$ cat config.mk
export PLATFORM = sky130hd
export DESIGN_NAME = stepseq_top
export DESIGN_NICKNAME = d
export VERILOG_FILES = /design/src/rtl/stepseq_pkg.sv /design/src/rtl/stepseq_track.sv /design/src/rtl/stepseq_ctrl.sv /design/src/rtl/stepseq_top.sv
export SDC_FILE = /design/constraint.sdc
export NUM_CORES = 1
export LEC_CHECK = 0
export CAP_MARGIN = 20
export CORE_AREA = 8 8 45 47
export DETAILED_ROUTE_END_ITERATION = 16
export DIE_AREA = 0 0 53 55
export HOLD_SLACK_MARGIN = 0.12
export SLEW_MARGIN = 5
export SYNTH_ARGS = -nofsm -noshare
export SYNTH_HDL_FRONTEND = slang
export SYNTH_SLANG_ARGS = --single-unit
$ cat constraint.sdc
create_clock -name clk -period 1.6 [get_ports clk]
set_input_delay 0.24 -clock clk [delete_from_list [all_inputs] [get_ports clk]]
set_output_delay 0.24 -clock clk [all_outputs]
set_load 0.01 [all_outputs]
$ cat src/rtl/stepseq_pkg.sv
package stepseq_pkg;

  typedef enum logic [1:0] {
    CYC_INTERNAL = 2'b00,
    CYC_MEMRD    = 2'b01,
    CYC_MEMWR    = 2'b10,
    CYC_SPARE    = 2'b11
  } cycKindT;

  // strobes from control to the step datapath
  typedef struct packed {
    logic restart;   // return counter to T1
    logic advance;   // move to next step
    logic markHit;   // remember that WAIT spoiled this cycle
    logic clearHit;  // forget the stall mark at the cycle boundary
  } seqCmdT;

endpackage

$ cat src/rtl/stepseq_track.sv
module stepseq_track
  import stepseq_pkg::*;
#(
  parameter int STEP_W = 2,
  localparam int NSTEPS = 1 << STEP_W
) (
  input  logic              clk,
  input  logic              rstN,
  input  seqCmdT            cmd,
  output logic [STEP_W-1:0] stepIdx,
  output logic [NSTEPS-1:0] stepHot,
  output logic              waitHit
);

  logic [STEP_W-1:0] cntQ;
  logic              hitQ;

  always_ff @(posedge clk) begin
    if (!rstN) begin
      cntQ <= '0;
    end else if (cmd.restart) begin
      cntQ <= '0;
    end else if (cmd.advance) begin
      cntQ <= cntQ + 1'b1;
    end
  end

  always_ff @(posedge clk) begin
    if (!rstN) begin
      hitQ <= 1'b0;
    end else if (cmd.clearHit) begin
      hitQ <= 1'b0;
    end else if (cmd.markHit) begin
      hitQ <= 1'b1;
    end
  end

  // step decoder
  for (genvar i = 0; i < NSTEPS; i++) begin : g_dec
    assign stepHot[i] = (cntQ == STEP_W'(i));
  end

  assign stepIdx = cntQ;
  assign waitHit = hitQ;

endmodule

$ cat src/rtl/stepseq_ctrl.sv
module stepseq_ctrl
  import stepseq_pkg::*;
#(
  parameter int STEP_W   = 2,
  parameter int RD_FIRST = 1,
  parameter int RD_LAST  = 2,
  parameter int WR_STEP  = 1
) (
  input  logic [STEP_W-1:0] stepIdx,
  input  logic [STEP_W-1:0] lastStep,
  input  cycKindT           kind,
  input  logic              execCycle,
  input  logic              waitIn,
  input  logic              waitHit,
  output seqCmdT            cmd,
  output logic              rdEn,
  output logic              wrEn,
  output logic              cycEnd,
  output logic              irClrEn,
  output logic              pcIncEn
);

  localparam logic [STEP_W-1:0] RdLo = RD_FIRST[STEP_W-1:0];
  localparam logic [STEP_W-1:0] RdHi = RD_LAST[STEP_W-1:0];
  localparam logic [STEP_W-1:0] WrAt = WR_STEP[STEP_W-1:0];

  logic isFinal;
  logic inRdWin;
  logic inWrWin;
  logic sampled;
  logic spoiled;

  always_comb begin
    isFinal = (stepIdx == lastStep);
    inRdWin = (kind == CYC_MEMRD) && (stepIdx >= RdLo) && (stepIdx <= RdHi);
    inWrWin = (kind == CYC_MEMWR) && (stepIdx == WrAt);
    sampled = inRdWin || inWrWin;
    spoiled = waitHit || (sampled && waitIn);

    rdEn    = inRdWin && !spoiled;
    wrEn    = inWrWin && !spoiled;
    cycEnd  = isFinal && !spoiled;
    irClrEn = cycEnd && execCycle;
    pcIncEn = cycEnd && (kind == CYC_MEMRD) && !execCycle;

    cmd.restart  = isFinal;
    cmd.advance  = !isFinal;
    cmd.markHit  = sampled && waitIn && !isFinal;
    cmd.clearHit = isFinal;
  end

endmodule

$ cat src/rtl/stepseq_top.sv
module stepseq_top
  import stepseq_pkg::*;
#(
  parameter int STEP_W = 2,
  localparam int NSTEPS = 1 << STEP_W
) (
  input  logic              clk,
  input  logic              rstN,
  input  logic [1:0]        cycKind,
  input  logic [STEP_W-1:0] lastStep,
  input  logic              execCycle,
  input  logic              waitIn,
  output logic [NSTEPS-1:0] stepHot,
  output logic              rdEn,
  output logic              wrEn,
  output logic              cycEnd,
  output logic              irClrEn,
  output logic              pcIncEn
);

  seqCmdT            cmd;
  logic [STEP_W-1:0] stepIdx;
  logic              waitHit;
  logic              rdRaw;
  logic              wrRaw;
  logic              endRaw;
  logic              irRaw;
  logic              pcRaw;

  stepseq_track #(.STEP_W(STEP_W)) u_track (
    .clk     (clk),
    .rstN    (rstN),
    .cmd     (cmd),
    .stepIdx (stepIdx),
    .stepHot (stepHot),
    .waitHit (waitHit)
  );

  stepseq_ctrl #(.STEP_W(STEP_W)) u_ctrl (
    .stepIdx   (stepIdx),
    .lastStep  (lastStep),
    .kind      (cycKindT'(cycKind)),
    .execCycle (execCycle),
    .waitIn    (waitIn),
    .waitHit   (waitHit),
    .cmd       (cmd),
    .rdEn      (rdRaw),
    .wrEn      (wrRaw),
    .cycEnd    (endRaw),
    .irClrEn   (irRaw),
    .pcIncEn   (pcRaw)
  );

  // enables are forced low while reset is held
  assign rdEn    = rdRaw  && rstN;
  assign wrEn    = wrRaw  && rstN;
  assign cycEnd  = endRaw && rstN;
  assign irClrEn = irRaw  && rstN;
  assign pcIncEn = pcRaw  && rstN;

endmodule

==> impl_metrics.ini <==
[worst_setup_path]
startpoint_type = flop
timing.rr.end = u_track.waitHit
r2r_setup_slack_ns = -0.02
cp.arrival_ns = 1.77
worstRegToRegCells = 6
r2r_start = u_track.stepIdx[0]
criticalPathCategory = reg -> out
cp.required_ns = 1.36
cp-end-kind = output pin
crit_fanout = 3

[clocking]
cts_buffers = 3
root_buffer = clkbuf_4
clock_path_buffers = 2
htreeDepth = 1
clock_sinks = 3
cts_tree = built
ctsHoldBuffers = 0
path_clk_slew_ns = 0.04
insertion_delay_ns = 0.23

[die]
rows = 14
coreArea_um2 = 1380
fp.dieH_um = 55
dieArea_um2 = 2920
ioPinCount = 17
start_util_pct = 17.9
die_width_um = 53

[layout]
diodes = 0
fin_nets = 73
fin_util_pct = 43.7
syn_to_final_growth_pct = 144
final_cells = 76
post_route_cells_drive_above_1_share_pct = 61.7
final_cell_area_um2 = 604

[sta]
tightestPinTransition_ns = 0.298
fin_crit_ns = 2.01
hold_violations = 0
slew_viol_final = 0
period_share_pct = 125
setup_violations = 6
setup_ws_ns = -0.407
fmax_ghz = 0.498
skew_ns = 0.00451
slew_headroom_pct = 80.1
rsz0062_at_grt = true

[hold_path]
hold_class = reg -> reg
holdPathEnd = u_track.waitHit
hold_start = u_track.waitHit
hold_path_depth = 1

[yosys]
yosysSeqAreaShare_pct = 24.2
syn-cell-area_um2 = 248
ys.warnings.count = 0
syn-num-nets = 38
synth.avg_cell_area_um2 = 9.53
synthDistinctLibCells = 14
synth_seq_cells = 3
synth_cells = 26

[drt]
ant_nets = 0
drc = 0
vias = 313
route.met2.wl_um = 456
vias_per_cell = 4.12
wl_per_cell_um = 11.7
top_layer = met3
wl_met3_um = 115
drtPass1Iterations = 2
drt_iter0_drc = 1
wl_um = 888
wl_met1_um = 316

[placement]
dp.cells = 66
dpl_cell_area_um2 = 533
finalWeightedCongestion = 0.726
portBuffers = 16
dpl.hpwl_um = 636

[grt]
grt_max_degree = 7
antenna_found_initial = 0
grt_pass1_vias = 326
grt_pass1_wl_um = 1470
grtUsageTotal_pct = 6.94
grt-ovfl-total = 0

[power]
p_per_area_nw_per_um2 = 807
p_leak_nw = 0.283
peakVddDrop_mv = 0.401
finalPower_w = 0.000488

[outcome]
failed_checks = negative setup slack
status = finished with violations

[run]
drv_cap = 0
per-layer routing:
layer,GRT usage [%],vias up
met3,4.28,0
met4,3.88,0
met1,6.69,142
met2,11.3,10
li1,-,161
met5,0,-
worst max-delay path: stages, from the launching register on:
cell and delay (ns):
dfxtp_2 0.33, ha_2 0.19, or4b_4 0.54, a21boi_4 0.17
buf_4 0.14, nor3_4 0.03, buf_2 0.14
stage by stage:
stage | hold slack, ns | setup TNS (ns) | setup WS (ns)
3_5_place_dp | 0.480 | -3.40 | -0.720
2_1_floorplan | 0.373 | -0.0953 | -0.0383
3_3_place_gp | 0.473 | -3.28 | -0.699
5_1_grt | 0.506 | -2.07 | -0.475
4_1_cts | 0.489 | -1.63 | -0.391
6_report | 0.466 | -1.63 | -0.407
registers in the layout, indices dropped and copies added (netlist names):
name and flops:
u_track.stepIdx 2, u_track.waitHit 1
logic make-up (layout without fill, tap and decap cells):
| kind of cell | Yosys count | count (layout) | share of synthesized area (%) |
|---|---|---|---|
| AND/OR/NAND/NOR | 12 | 12 | 32.3 |
| buffers and inverters | 3 | 37 | 4.55 |
| AO/OA/AOI/OAI | 2 | 2 | 11.6 |
| XOR/XNOR | 2 | 2 | 7.07 |
| flip-flops | 3 | 3 | 24.2 |
| adder cells (fa/ha/maj) | 4 | 4 | 20.2 |
cells in the mapped netlist:
| cell type | count | area, um^2 |
|---|---|---|
| a21boi_4 | 1 | 18.8 |
| ha_1 | 4 | 50.1 |
| nand2b_1 | 1 | 6.26 |
| xnor2_1 | 2 | 17.5 |
| nor3_1 | 4 | 20.0 |
| and3_1 | 2 | 12.5 |
| or4b_4 | 1 | 13.8 |
| dfxtp_1 | 3 | 60.1 |
| o211a_1 | 1 | 10.0 |
| inv_1 | 3 | 11.3 |
| nand3b_1 | 1 | 7.51 |
| nand2_1 | 1 | 3.75 |
| or4b_1 | 1 | 10.0 |
| nor4_1 | 1 | 6.26 |
layout make-up:
class	count	area [um^2]
Clock buffer	4	26.3
Multi-Input combinational cell	20	236
Timing Repair Buffer	30	248
Tap cell	16	20.0
Sequential cell	3	62.6
Fill cell	141	779
Inverter	3	11.3
power by group:
part	total, W	internal [W]	switching [W]
Combinational	0.000259	0.000150	0.000109
Clock	0.000130	0.0000933	0.0000364
Sequential	0.0000993	0.0000890	0.0000102
Total	0.000488	0.000333	0.000155
worst max-delay path by stage:
| stage | slack (ns) | cells after the start | start | endpoint |
|---|---|---|---|---|
| CTS | -0.39 | 6 | u_track.stepIdx[0] | pcIncEn |
| global placement | -0.70 | 5 | cycKind[1] | irClrEn |
| detailed placement | -0.72 | 5 | cycKind[1] | irClrEn |
| floorplan | -0.04 | 5 | u_track.stepIdx[0] | irClrEn |
| finish | -0.41 | 6 | u_track.stepIdx[0] | pcIncEn |
| global route | -0.48 | 7 | u_track.stepIdx[0] | irClrEn |
placed cells by master (no fill, tap or decap), drive strengths merged:
master	n
nand3b	1
clkdlybuf4s15	1
buf	20
nor4	1
and3	2
nand2b	1
inv	3
nand2	1
nor3	4
dlygate4sd2	1
clkbuf	4
dfxtp	3
or4b	2
ha	4
clkdlybuf4s50	8
o211a	1
xnor2	2
a21boi	1
repair_timing:
item / in CTS / in global routing
setup endpoints to repair: 8 / 7
setup buffers: 7 / 1
pin swaps: 1 / 1
gates resized for setup: 28 / 2
Power figures use the tool's default switching activity.
